==> src/rtl/gevc_pkg.sv <==
package gevc_pkg;

  typedef enum logic [1:0] {
    ES_FALL     = 2'b00,
    ES_RISE     = 2'b01,
    ES_BOTH     = 2'b10,
    ES_BOTH_ALT = 2'b11
  } edge_mode_e;

  localparam int unsigned REG_CTRL = 0;
  localparam int unsigned REG_FLAG = 1;
  localparam int unsigned REG_CLR  = 2;

  localparam int CTRL_SRC_BIT = 0;
  localparam int CTRL_ES_LSB  = 1;
  localparam int CTRL_EN_BIT  = 3;

endpackage

==> src/rtl/gevc_sync.sv <==
module gevc_sync #(
  parameter int W      = 1,
  parameter int STAGES = 2
) (
  input  logic         clk,
  input  logic         rst,
  input  logic [W-1:0] d,
  output logic [W-1:0] q
);

  logic [W-1:0] chain_q [STAGES];

  always_ff @(posedge clk) begin
    if (rst) chain_q[0] <= '0;
    else     chain_q[0] <= d;
  end

  for (genvar s = 1; s < STAGES; s++) begin : g_stage
    always_ff @(posedge clk) begin
      if (rst) chain_q[s] <= '0;
      else     chain_q[s] <= chain_q[s-1];
    end
  end

  assign q = chain_q[STAGES-1];

endmodule

==> src/rtl/gevc_edge.sv <==
module gevc_edge
  import gevc_pkg::*;
(
  input  logic       clk,
  input  logic       rst,
  input  edge_mode_e mode,
  input  logic       lvl,
  output logic       hit
);

  logic prev_q;
  logic rise;
  logic fall;

  always_ff @(posedge clk) begin
    if (rst) prev_q <= 1'b0;
    else     prev_q <= lvl;
  end

  assign rise = lvl & ~prev_q;
  assign fall = ~lvl & prev_q;

  always_comb begin
    unique case (mode)
      ES_FALL: hit = fall;
      ES_RISE: hit = rise;
      default: hit = rise | fall;
    endcase
  end

endmodule

==> src/rtl/gevc_counter.sv <==
module gevc_counter #(
  parameter int CNT_W = 8
) (
  input  logic             clk,
  input  logic             rst,
  input  logic             ev_lvl,
  input  logic             gate,
  input  logic             clr,
  output logic [CNT_W-1:0] cnt
);

  logic ev_prev_q;
  logic step;

  always_ff @(posedge clk) begin
    if (rst) ev_prev_q <= 1'b0;
    else     ev_prev_q <= ev_lvl;
  end

  assign step = ev_lvl & ~ev_prev_q & gate;

  always_ff @(posedge clk) begin
    if (rst || clr) cnt <= '0;
    else if (step)  cnt <= cnt + 1'b1;
  end

endmodule

==> src/rtl/gated_evcnt.sv <==
module gated_evcnt
  import gevc_pkg::*;
#(
  parameter int NUM_CNT     = 2,
  parameter int CNT_W       = 8,
  parameter int SYNC_STAGES = 2,
  parameter int ADDR_W      = 2,
  parameter int DATA_W      = 8
) (
  input  logic                     clk,
  input  logic                     rst,
  input  logic [NUM_CNT-1:0]       ev_in,
  input  logic                     gate_pin,
  input  logic                     pwm_in,
  input  logic                     wr_en,
  input  logic [ADDR_W-1:0]        wr_addr,
  input  logic [DATA_W-1:0]        wr_data,
  output logic [NUM_CNT*CNT_W-1:0] cnt_out,
  output logic                     irq_flag,
  output logic                     irq_req
);

  localparam int SYNC_W = NUM_CNT + 1;

  logic [SYNC_W-1:0]  sync_q;
  logic [NUM_CNT-1:0] ev_sync;
  logic               gpin_sync;
  logic               pwm_q;

  logic               src_sel_q;
  edge_mode_e         edge_mode_q;
  logic               irq_en_q;

  logic               wr_ctrl;
  logic               flag_clr_wr;
  logic [NUM_CNT-1:0] clr_vec;
  logic               gate_sel;
  logic               edge_hit;
  logic               unused_wr_bits;

  gevc_sync #(.W(SYNC_W), .STAGES(SYNC_STAGES)) u_sync (
    .clk (clk),
    .rst (rst),
    .d   ({gate_pin, ev_in}),
    .q   (sync_q)
  );

  assign ev_sync   = sync_q[NUM_CNT-1:0];
  assign gpin_sync = sync_q[NUM_CNT];

  always_ff @(posedge clk) begin
    if (rst) pwm_q <= 1'b0;
    else     pwm_q <= pwm_in;
  end

  assign wr_ctrl     = wr_en && (wr_addr == ADDR_W'(REG_CTRL));
  assign flag_clr_wr = wr_en && (wr_addr == ADDR_W'(REG_FLAG)) && !wr_data[0];
  assign clr_vec     = (wr_en && (wr_addr == ADDR_W'(REG_CLR))) ? wr_data[NUM_CNT-1:0] : '0;
  assign unused_wr_bits = ^wr_data;

  always_ff @(posedge clk) begin
    if (rst) begin
      src_sel_q   <= 1'b0;
      edge_mode_q <= ES_FALL;
      irq_en_q    <= 1'b0;
    end else if (wr_ctrl) begin
      src_sel_q   <= wr_data[CTRL_SRC_BIT];
      edge_mode_q <= edge_mode_e'(wr_data[CTRL_ES_LSB +: 2]);
      irq_en_q    <= wr_data[CTRL_EN_BIT];
    end
  end

  assign gate_sel = src_sel_q ? pwm_q : gpin_sync;

  for (genvar i = 0; i < NUM_CNT; i++) begin : g_cnt
    gevc_counter #(.CNT_W(CNT_W)) u_cnt (
      .clk    (clk),
      .rst    (rst),
      .ev_lvl (ev_sync[i]),
      .gate   (gate_sel),
      .clr    (clr_vec[i]),
      .cnt    (cnt_out[i*CNT_W +: CNT_W])
    );
  end

  gevc_edge u_edge (
    .clk  (clk),
    .rst  (rst),
    .mode (edge_mode_q),
    .lvl  (gate_sel),
    .hit  (edge_hit)
  );

  always_ff @(posedge clk) begin
    if (rst)              irq_flag <= 1'b0;
    else if (edge_hit)    irq_flag <= 1'b1;
    else if (flag_clr_wr) irq_flag <= 1'b0;
  end

  always_ff @(posedge clk) begin
    if (rst) irq_req <= 1'b0;
    else     irq_req <= irq_flag & irq_en_q;
  end

endmodule

==> config.mk <==
export PLATFORM = sky130hd
export DESIGN_NAME = gated_evcnt
export DESIGN_NICKNAME = d
export VERILOG_FILES = /design/src/rtl/gevc_pkg.sv /design/src/rtl/gevc_sync.sv /design/src/rtl/gevc_edge.sv /design/src/rtl/gevc_counter.sv /design/src/rtl/gated_evcnt.sv
export SDC_FILE = /design/constraint.sdc
export NUM_CORES = 1
export LEC_CHECK = 0
export ABC_AREA = 1
export BUFFER_PORTS_ARGS = -buffer_cell sky130_fd_sc_hd__buf_2
export CORE_MARGIN = 3
export CORE_UTILIZATION = 45
export CTS_CLUSTER_DIAMETER = 40
export DETAILED_ROUTE_END_ITERATION = 12
export PLACE_DENSITY = 0.67
export SLEW_MARGIN = 20
export SYNTH_ARGS = -nofsm -noshare
export SYNTH_HDL_FRONTEND = slang
export SYNTH_HIERARCHICAL = 1
export SYNTH_SLANG_ARGS = --single-unit
==> constraint.sdc <==
create_clock -name clk -period 3.6 [get_ports clk]
set_input_delay 0 -clock clk [delete_from_list [all_inputs] [get_ports clk]]
set_output_delay 0 -clock clk [all_outputs]
set_load 0.05 [all_outputs]
### After elaboration in Yosys (flattened, before gate mapping)

Memories as Yosys holds them, arrays and structs flattened.
Index checks and enable logic that the tools add are counted.

| storage, ports and cells | value |
|---|---|
| logic and storage cells | 51 |
| RAM bits | 6 |
| memories kept | 1 |
| bits of input ports | 17 |
| flip-flop bits (word level) | 26 |
| output and inout bits | 18 |

| operators by class | value |
|---|---|
| reduce and logical (&&, ||, !) cells | 10 |
| bitwise operators | 14 |
| multiplexer cells | 10 |
| equal/unequal tests | 3 |
| add/sub/neg operators | 2 |

Memory list:

| memory | depth | bits a word | rd ports | clocked after memory_dff | write ports | line | RTL |
|---|---|---|---|---|---|---|---|
| u_sync.chain_q | 2 | 3 | 2 | 0 | 2 | gevc_sync.sv:11 | `logic [W-1:0] chain_q [STAGES];` |

Operators with widths:

| cell | number |
|---|---|
| 8-bit by 1-bit adder with 8-bit output, second input constant | 2 |
| 1-bit bitwise AND | 7 |
| 1-bit two-way mux | 6 |
| 3-bit two-way mux | 2 |
| 2-bit by 1-bit == test with 1-bit output, second input constant | 2 |
| 1-bit logical AND | 4 |
| 2-bit logical NOT | 2 |
| 1-bit NOT | 4 |
| 1-bit OR | 3 |
| 2-bit == test, second input constant | 1 |
| 1-bit logical OR | 2 |
| 2-bit two-way mux | 1 |
| 1-bit case mux with 2 select lines | 1 |
| 2-bit nonzero test | 1 |
| 1-bit logical NOT | 1 |

### Logic depth before layout (Yosys ltp)

Gate-level depths: netlist of run 1.

| logic depth | value |
|---|---|
| word-level depth | 6 |
| gate-level depth with buffers | 9 |
| depth with buffers taken out | 9 |

### Hierarchy

Netlist of run 1, hierarchy kept.

Modules (own cells, without submodules):

| module | seq. area each (µm²) | times used | cells an instance | area an instance (µm²) |
|---|---|---|---|---|
| gevc_counter | 180.2 | 2 | 72 | 470.5 |
| gated_evcnt | 140.1 | 1 | 47 | 315.3 |
| gevc_sync | 120.1 | 1 | 18 | 165.2 |
| gevc_edge | 20.0 | 1 | 13 | 85.1 |

### Worst setup path after synthesis of run 1

No wires, ideal clock.

| path | value |
|---|---|
| kind | register to register |
| from | reg src_sel_q |
| to | reg irq_flag |
| setup time | 112 ps |
| data required time | 3,488 ps |
| clock period less this slack | 1,658 ps |
| path buffers | 0 |
| slack | 1,942 ps |
| cell stages (with the launch flop) | 9 |
| arrival | 1,546 ps |
| cells stage by stage | dfxtp_1 o21ai_0 inv_1 ha_1 inv_1 nand2_1 nand3_1 nand2_1 nand2_1 |

| between the ends | value |
|---|---|
| longest elaborated chain between the ends | 6 |
| elaborated cells between the ends (all ways) | 8 |
| classes of those cells | 3 x mux; 4 x bitwise; 1 x reduce/logical |

Ends and longest elaborated chain:

| element | line | RTL |
|---|---|---|
| from (decl) | gated_evcnt.sv:30 | `logic src_sel_q;` |
| from (signal assigned) | gated_evcnt.sv:67 | `src_sel_q <= wr_data[CTRL_SRC_BIT];` |
| 1-bit two-way mux * | gated_evcnt.sv:73 | `assign gate_sel = src_sel_q ? pwm_q : gpin_sync;` |
| named net gate_sel | gated_evcnt.sv:37 | `logic gate_sel;` |
| 1-bit NOT | gevc_edge.sv:21 | `assign fall = ~lvl & prev_q;` |
| 1-bit bitwise AND | gevc_edge.sv:21 |  |
| 1-bit OR | gevc_edge.sv:27 | `default: hit = rise \| fall;` |
| 1-bit case mux with 2 select lines * | gevc_edge.sv:24 | `unique case (mode)` |
| named net edge_hit | gated_evcnt.sv:38 | `logic edge_hit;` |
| 1-bit two-way mux / 2-bit nonzero test (equally long branches) | -- |  |
| to (signal assigned) | gated_evcnt.sv:95 | `if (rst) irq_flag <= 1'b0;` |
| to (signal assigned) | gated_evcnt.sv:96 | `else if (edge_hit) irq_flag <= 1'b1;` |
| to (signal assigned) | gated_evcnt.sv:97 | `else if (flag_clr_wr) irq_flag <= 1'b0;` |
| to (decl) | gated_evcnt.sv:19 | `output logic irq_flag,` |

Mark *: on every way through the listed nets, which the timed path passes. The rest lies on a longest branch.
A chain may end at the register's enable or synchronous reset.

### Final worst setup path of run 1

Same ends and word-level chain as after synthesis.

==> flow_summary.ini, run 1 <==
[placed_design]
preCtsSetupSlack_ps = 1720
hpwl_um = 1970
place.gp.congestion = 0.783
portBuffers = 30

[die]
io_pins = 35
start_util_pct = 48.2
die_y_um = 63.9
core_mm2 = 0.00313
die_w_um = 63.9
num_rows = 20
dieArea_mm2 = 0.00408

[worst_setup_path]
worstPathMaxFanout = 6
critPathLaunchType = flip-flop
cp-end-kind = flip-flop
ff2ff_path_depth = 8
path_class = reg -> reg
cp.arrival_ps = 2090
worst_ep_required_time_ps = 3820
r2r_slack_ps = 1730

[final_layout]
area_delta_synth_final_pct = 24.0
final_core_util_pct = 59.7
fill_cells = 312
antenna_cells = 0
drive_gt1_share_pct = 20.4
nets = 289

[route]
via_per_inst = 4.35
drt_first_pass_iters = 4
drc = 0
via_count = 1360
post_drt_wl_per_cell_um = 8.90
routed_wl_um = 2790
drt_iter0_drc = 61
antenna_left = 0

[cts]
cts_tree = built
cts-buffers-inserted = 5
post_cts_buffers = 0
clockBufferDepth = 2
cts_sinks = 32
ctsHtreeMaxLevel = 2
path_clk_slew_ps = 100
cts_root_buffer = clkbuf_4
clk-insertion-delay-late_ps = 320

[yosys]
yosysTopAreaCell = dfxtp_1
seq_area_frac_synth_pct = 42.5
syn_area_mm2 = 0.00151
synth-seq-cells = 32
syn_nets = 243
ys_warn_count = 6
yosys.area.top_type_share_pct = 42.5
synth.avg_cell_area_um2 = 6.79
synthTopCellsByArea = dfxtp_1, nand2_1, inv_1, nor2_1, nand3_1
synth_cell_types = 14
synth_cells = 222

[global_route]
grtUsageTotal_pct = 15.8
grt_max_degree = 16
grt_overflow = 0
antenna_found_initial = 0
grt_pass1_wl_um = 5110
grt_pass1_vias = 1246

[sta]
fin_skew_ps = 7.02
slew_headroom_pct = 41.4
worst_slack_ps = 1730
hold_violations = 0
fmax_mhz = 536
period_needed_ps = 1870
timing.final.max_slew_violations = 0
finalSetupViolations = 0
post-route-period-util_pct = 51.9
setup_tns_ps = 0
worst_slew_pin_slew_ps = 869
rsz0062_at_grt = false
whs_ps = 24.5

[power_and_ir_drop]
p_leak_nw = 0.873
total_power_uw = 630
powerDensity_mw_per_mm2 = 337
ir_drop_uv = 233

[worst_hold_path]
hp-class = in -> reg
holdPathStages = 2

[job]
max_cap_viol_count = 0

[status]
outcome = completed
-- layout make-up --
class                      count  area [µm²]  share of cell area, %
clock buffer                   6        51.3                   2.75
clock inverter                 2        10.0                  0.536
inverter                      44         165                   8.84
multi-input combinational    145         696                   37.2
sequential                    32         641                   34.3
tap                           44        55.1                   2.95
timing repair buffer          40         250                   13.4
-- sequential cells by signal (all words and copies together) (netlist names), 2 cells and up --
| register | count |
|---|---|
| edge_mode_q | 2 |
| u_sync/chain_q | 6 |
| g_cnt.u_cnt/cnt | 16 |
| g_cnt.u_cnt/ev_prev_q | 2 |
-- logic make-up (layout without fill, tap and decap cells) --
family	after synthesis	in the layout	synth area share, %
DFF	32	32	42.5
AOI/OAI and AO/OA	13	13	4.32
and+or+nand+nor	128	128	38.5
adders and majority gates	4	4	3.32
buffers and inverters	45	92	11.3
-- repair_timing --
item | in CTS | in global routing
hold buffers | 10 | 0
resized for setup | 0 | 0
endpoints found under the hold margin | 8 | 0
-- report_power, final --
group | total [mW] | internal [mW] | switching [mW]
Clock | 0.206 | 0.0928 | 0.113
Combinational | 0.0569 | 0.0239 | 0.0330
Sequential | 0.367 | 0.362 | 0.00522
Total | 0.630 | 0.479 | 0.151
-- layer usage --
layer / track usage (%) / up-vias / routed length (µm) / share of wire (%)
li1: - / 761 / - / -
met1: 17.9 / 575 / 1360 / 49
met2: 26.2 / 22 / 1290 / 46
met3: 6.50 / 2 / 119 / 4.3
met4: 6.47 / 0 / 21 / 0.75
met5: 0 / - / 0 / 0
-- placed cells by master, fill, tap and decap left out, drive strengths merged --
cell type    instances
dlygate4sd3         10
a21oi                8
nand2               47
ha                   4
clkbuf               6
nor2                53
nand3               27
nand3b               1
clkinv               2
dfxtp               32
o21ai                5
buf                 30
inv                 44
-- critical path, stage by stage (launching register included) --
cell,delay (ps)
dfxtp_1,330
o21ai_0,700
inv_1,140
ha_1,320
inv_1,30
nand2_1,40
nand3_1,80
nand2_1,80
nand2_1,50
-- path summary, 6_finish.rpt --
path | start | endpoint
max | src_sel_q | irq_flag
min | rst | u_sync/chain_q[0][0]
max reg2reg | src_sel_q | irq_flag
min reg2reg | u_sync/chain_q[0][2] | u_sync/chain_q[1][2]
-- stage by stage --
step / std cells / instance area [µm²]
finish: 313 / 1870
global placement: 295 / 1710
floorplan: 222 / 1510
global route: 313 / 1870
CTS: 313 / 1870
detailed placement: 295 / 1710
-- synth_stat cells --
cell,count
nand2_1,45
inv_1,44
nor2_1,40
dfxtp_1,32
nand3_1,25
nor2_2,10
a21oi_1,8
o21ai_0,5
ha_1,4
nor2_4,3
nand2_2,2
nand3_2,2
buf_2,1
nand3b_1,1
Power figures use the tool's default switching activity.
==> run 2: changes to the inputs <==
- clock period: 3.6 -> 1.8 ns (I/O delays scaled with it)
==> run 2 against run 1 <==
  * Fmax increased by 38%
  * Non-clock buffer count shrank 1
  * First-iteration DRC count decreased by 30%
  * Die area unchanged
  * Wire length is 0.22% lower
  * Global-route usage up 0.11 points
  * Final cell count fell by 0.32%
  * Via count is 0.88% higher
  * Sequential power grew 100%
  * Hold slack lost 22 ps
  * Highest routed layer unchanged
==> flow_summary.ini, run 2 (synthesis gave the netlist of run 1 again) <==
[sta]
hold_violations = 0
finalSetupViolations = 0
period_needed_ps = 1360
fmax_mhz = 738
timing.final.max_slew_violations = 0
post-route-period-util_pct = 75.3
worst_slew_pin_slew_ps = 327
slew_headroom_pct = 78.2
worst_slack_ps = 444
setup_tns_ps = 0
fin_skew_ps = 4.56
rsz0062_at_grt = false

[route]
via_per_inst = 4.40
drt_iter0_drc = 43
antenna_left = 0
post_drt_wl_per_cell_um = 8.91
via_count = 1372
routed_wl_um = 2780
drc = 0
drt_first_pass_iters = 4

[cts]
path_clk_slew_ps = 90
clockBufferDepth = 2
cts_root_buffer = clkbuf_4
cts-buffers-inserted = 5
ctsHtreeMaxLevel = 2
clk-insertion-delay-late_ps = 320
ctsResizeCount = 0
cts_tree = built
cts_sinks = 32

[worst_hold_path]
holdPathStages = 5
hp-class = in -> reg

[die]
io_pins = 35
core_mm2 = 0.00313
dieArea_mm2 = 0.00408
die_w_um = 63.9
num_rows = 20
die_y_um = 63.9
start_util_pct = 48.2

[global_route]
grt_max_degree = 16
antenna_found_initial = 0
grt_pass1_vias = 1219
grtUsageTotal_pct = 15.9
grt_overflow = 0
grt_pass1_wl_um = 5170

[worst_setup_path]
worstPathMaxFanout = 5
cp-end-kind = flip-flop
crit_chain = o21ai_0, buf_4, nand3_2, nor2_2, nand3_1, nand2_1, nor2_1
r2r_slack_ps = 440
worst_ep_required_time_ps = 2030
ff2ff_path_depth = 7
cp.arrival_ps = 1590
critical-path-top-delay-family = simple AND/OR/NAND/NOR gates
crit_buf_inv = 1
path_depth = 7
critPathLaunchType = flip-flop
path_class = reg -> reg
crit_path_top_delay_cell = dfxtp_1
cpPeakStageDelay_ps = 330

[placed_design]
placed_area_mm2 = 0.00171
hpwl_um = 2000
place.gp.congestion = 0.785
portBuffers = 30
place_inst = 296
preCtsSetupSlack_ps = 426

[final_layout]
final_cell_mix = nand2_1, inv_1, nor2_1
final_cells = 312
max_flop_register = g_cnt.u_cnt/cnt
drive_gt1_share_pct = 20.1
layout_commonest_cell = nand2_1
top_regs = g_cnt.u_cnt/cnt (16), u_sync/chain_q (6)
area_delta_synth_final_pct = 23.0
design_area_mm2 = 0.00185
largest_register_ffs = 16
antenna_cells = 0
nets = 288

[power_and_ir_drop]
p_sw_share_pct = 23.7
powerDensity_mw_per_mm2 = 681
total_power_mw = 1.26
pwr-share-comb_pct = 8.9
p_leak_nw = 0.863
clockPowerShare_pct = 32.9
power_frac_seq_pct = 58.2
ir_drop_uv = 431
power_switching_uw = 299
intPower_uw = 963

[job]
max_cap_viol_count = 0

[status]
outcome = completed
[run 2: cell count changes in the layout (fill, tap and decap cells not counted), sizes merged]
cell,delta
clkbuf,+2
buf,+1
clkinv,-2
dlygate4sd3,-2
[run 2: final timing paths]
path,start,endpoint
worst max-delay path,src_sel_q,g_cnt[1].u_cnt/cnt[7]
worst min-delay path,wr_data[1],edge_mode_q[0]
worst max register to register,src_sel_q,g_cnt[1].u_cnt/cnt[7]
worst min register to register,u_sync/chain_q[0][0],u_sync/chain_q[1][0]
[run 2: layer usage]
metal,vias up,track usage [%],share of wire (%)
met5,-,0,0
met4,0,7.28,0.76
met3,2,4.75,5.0
met2,21,25.8,46
met1,589,19.3,48
li1,760,-,-
[run 2: repair_timing]
| item | CTS | global route |
|---|---|---|
| hold buffers | 8 | 0 |
| endpoints found under the hold margin | 7 | 0 |
| buffers inserted | 0 | 0 |
[run 2: layout make-up]
cell class | instances | area (µm²)
Fill cell | 320 | 1270
Multi-Input combinational cell | 145 | 696
Sequential cell | 32 | 641
Timing Repair Buffer | 39 | 238
Inverter | 44 | 165
Clock buffer | 8 | 58.8
Tap cell | 44 | 55.1
[run 2: per-stage QoR]
step | hold slack, ps | utilization (%)
floorplan | 71.2 | -
global placement | 200 | 54.8
detailed placement | 208 | 54.8
CTS | 0.770 | 59.2
global route | 21.6 | 59.2
finish | 3.03 | 59.2
[run 2: tightest hold or removal path, stage by stage]
cell and delay, ps:
buf_2 70, inv_1 40, nand3_1 70, nand2_1 50
nor2_1 70
[run 2: power groups by stage]
| stage | Combinational, mW | Sequential, mW | Clock, mW |
|---|---|---|---|
| final | 0.112 | 0.735 | 0.415 |
| after detailed placement | 0.100 | 0.752 | 0 |
| after global placement | 0.0983 | 0.751 | 0 |
| after global routing | 0.130 | 0.737 | 0.470 |
| after CTS | 0.112 | 0.735 | 0.434 |
| after floorplan | 0.0562 | 0.760 | 0 |
==> run 3: changes to the inputs <==
- ABC_AREA: 1 -> 0
- PLACE_DENSITY: 0.67 -> 0.7
- clock period: 1.8 -> 1.2 ns (I/O delays scaled with it)
==> run 3 against run 2 <==
  * The run now ends with setup timing left
  * Critical path type unchanged
  * Flip-flop and latch count is the same
  * Total power grew 55%
  * Largest cell class unchanged
  * Global-route usage grew 0.36 points
  * Final cell count shrank 26%
  * Setup slack lost 670 ps
==> flow_summary.ini, run 3 <==
[yosys]
synth_edf_count = 0
yosys-top-cells-count = dfxtp_1, mux2i_1, nor2_1, nor2b_1, nand2b_1
syn_area_mm2 = 0.00139
yosysMostFrequentCell = dfxtp_1
synth_cell_types = 26
synthTopCellsByArea = dfxtp_1, mux2i_1, nor2b_1, nand2b_1, ha_1
synth_flop_cell = dfxtp_1
seq_area_frac_synth_pct = 46.2
yosysTopAreaCell = dfxtp_1
synth_cells = 139
yosys.area.top_type_share_pct = 46.2
syn_nets = 160
synthArstFlopShare_pct = 0
ys_warn_count = 6
synth-seq-cells = 32
synth.avg_cell_area_um2 = 9.98

[cts]
cts_sinks = 32
ctsHtreeMaxLevel = 2
path_clk_slew_ps = 100
cts-buffers-inserted = 5
cts_tree = built
cts_root_buffer = clkbuf_4
clk-insertion-delay-late_ps = 320
clockBufferDepth = 2

[worst_setup_path]
path_class = reg -> reg
crit_path_top_delay_cell = or4_4
worstPathMaxFanout = 7
crit_buf_inv = 0
critical-path-top-delay-family = simple AND/OR/NAND/NOR gates
worst_ep_required_time_ps = 1460
crit_chain = mux2_4, nand3b_4, or4_4, a21oi_2
cpPeakStageDelay_ps = 500
cp-end-kind = flip-flop
cp.arrival_ps = 1690
critPathLaunchType = flip-flop

[placed_design]
placed_area_mm2 = 0.00172
portBuffers = 30
hpwl_um = 1950
place.gp.congestion = 0.717
place_inst = 206

[die]
die_w_um = 61.5
num_rows = 19
start_util_pct = 48.6
dieArea_mm2 = 0.00379
core_mm2 = 0.00285
io_pins = 35
die_y_um = 61.5

[sta]
fin_skew_ps = 9.20
worst_slack_ps = -229
period_needed_ps = 1430
slew_headroom_pct = 74.6
setup_tns_ps = -2630
fmax_mhz = 700
timing.final.max_slew_violations = 0
rsz0062_at_grt = true
finalSetupViolations = 17
post-route-period-util_pct = 119
hold_violations = 0
worst_slew_pin_slew_ps = 381

[global_route]
grt_pass1_vias = 1033
grt_overflow = 0
grtUsageTotal_pct = 16.3
grt_pass1_wl_um = 4440
antenna_found_initial = 0
grt_max_degree = 27

[route]
antenna_left = 0
drt_iter0_drc = 98
via_count = 1208
drc = 0
routed_wl_um = 3020
post_drt_wl_per_cell_um = 13.1
drt_first_pass_iters = 4
via_per_inst = 5.25

[final_layout]
area_delta_synth_final_pct = 48.2
top_regs = g_cnt.u_cnt/cnt (16), u_sync/chain_q (6)
nets = 219
layout_commonest_cell = buf_2
largest_register_ffs = 16
antenna_cells = 0
design_area_mm2 = 0.00206
final_cells = 230
final_cell_mix = buf_2, dfxtp_1, buf_4
drive_gt1_share_pct = 48.2
max_flop_register = g_cnt.u_cnt/cnt

[power_and_ir_drop]
powerDensity_mw_per_mm2 = 949
p_leak_nw = 0.939
total_power_mw = 1.95
ir_drop_uv = 906

[worst_hold_path]
hp-class = in -> reg

[job]
max_cap_viol_count = 0

[status]
violations = setup timing
outcome = finished with violations
[run 3: changes by cell type after synthesis, moves of 6 or more]
cell	previous run	this run
inv_1	44	3
nand2_1	45	8
nor2_1	40	10
nand3_1	25	4
mux2i_1	0	10
nor2_2	10	0
nor2b_1	0	10
nand2b_1	0	9
or3_1	0	6
[run 3: report_power, final]
group	switching [mW]	internal, mW	leakage, nW
sequential	0.0161	1.06	0.270
clock	0.349	0.353	0.0404
combinational	0.0781	0.0944	0.629
total	0.443	1.51	0.939
[run 3: tightest hold or removal path, cell delays in order]
cell and delay, ps:
buf_2 120, nor3b_4 70, mux2i_1 110
[run 3: final timing paths]
check	startpoint	endpoint	slack [ps]	cells past startpoint
worst max register to register	src_sel_q	g_cnt[1].u_cnt/cnt[5]	-230	4
worst min-delay path	wr_addr[0]	src_sel_q	30	3
worst max-delay path	src_sel_q	g_cnt[1].u_cnt/cnt[5]	-230	4
worst min register to register	u_sync/chain_q[0][1]	u_sync/chain_q[1][1]	440	1
[run 3: cells by family after synthesis]
family / synth area share, %
compound gates: 7.39
flops: 46.2
buf+inv: 3.25
fa+ha+maj: 3.61
simple gates: 29.0
mux: 8.03
xor+xnor: 2.52
[run 3: what timing repair did]
action / CTS / global route
endpoints found under the setup margin: 15 / 16
hold endpoints to repair: 8 / 0
hold buffers: 8 / 0
gates cloned: 0 / 2
pin swaps: 0 / 10
setup buffers: 1 / 6
gates resized for setup: 0 / 18
[run 3: routing by layer]
layer / up-vias / GRT usage (%) / wire [µm]
met5: - / 0 / 0
met1: 561 / 20.5 / 1400
met2: 30 / 24.4 / 1450
met3: 7 / 5.03 / 115
met4: 0 / 9.70 / 58
li1: 610 / - / -
[run 3: cell type report]
cell class                      count  area [µm²]
Multi-Input combinational cell    101         860
Timing Repair Buffer               55         394
Clock inverter                      1        5.00
Clock buffer                        7        66.3
Inverter                            3        11.3
Sequential cell                    32         682
Tap cell                           31        38.8
Fill cell                         201         796
[run 3: stage by stage]
stage          util [%]  hold slack, ps  setup WS (ps)
5_1_grt            72.1            12.3           -268
6_report           72.1            25.2           -229
2_1_floorplan         -            66.7           -125
4_1_cts            65.9            9.27           -208
3_5_place_dp       60.3             215           -186
3_3_place_gp       60.3             208           -159
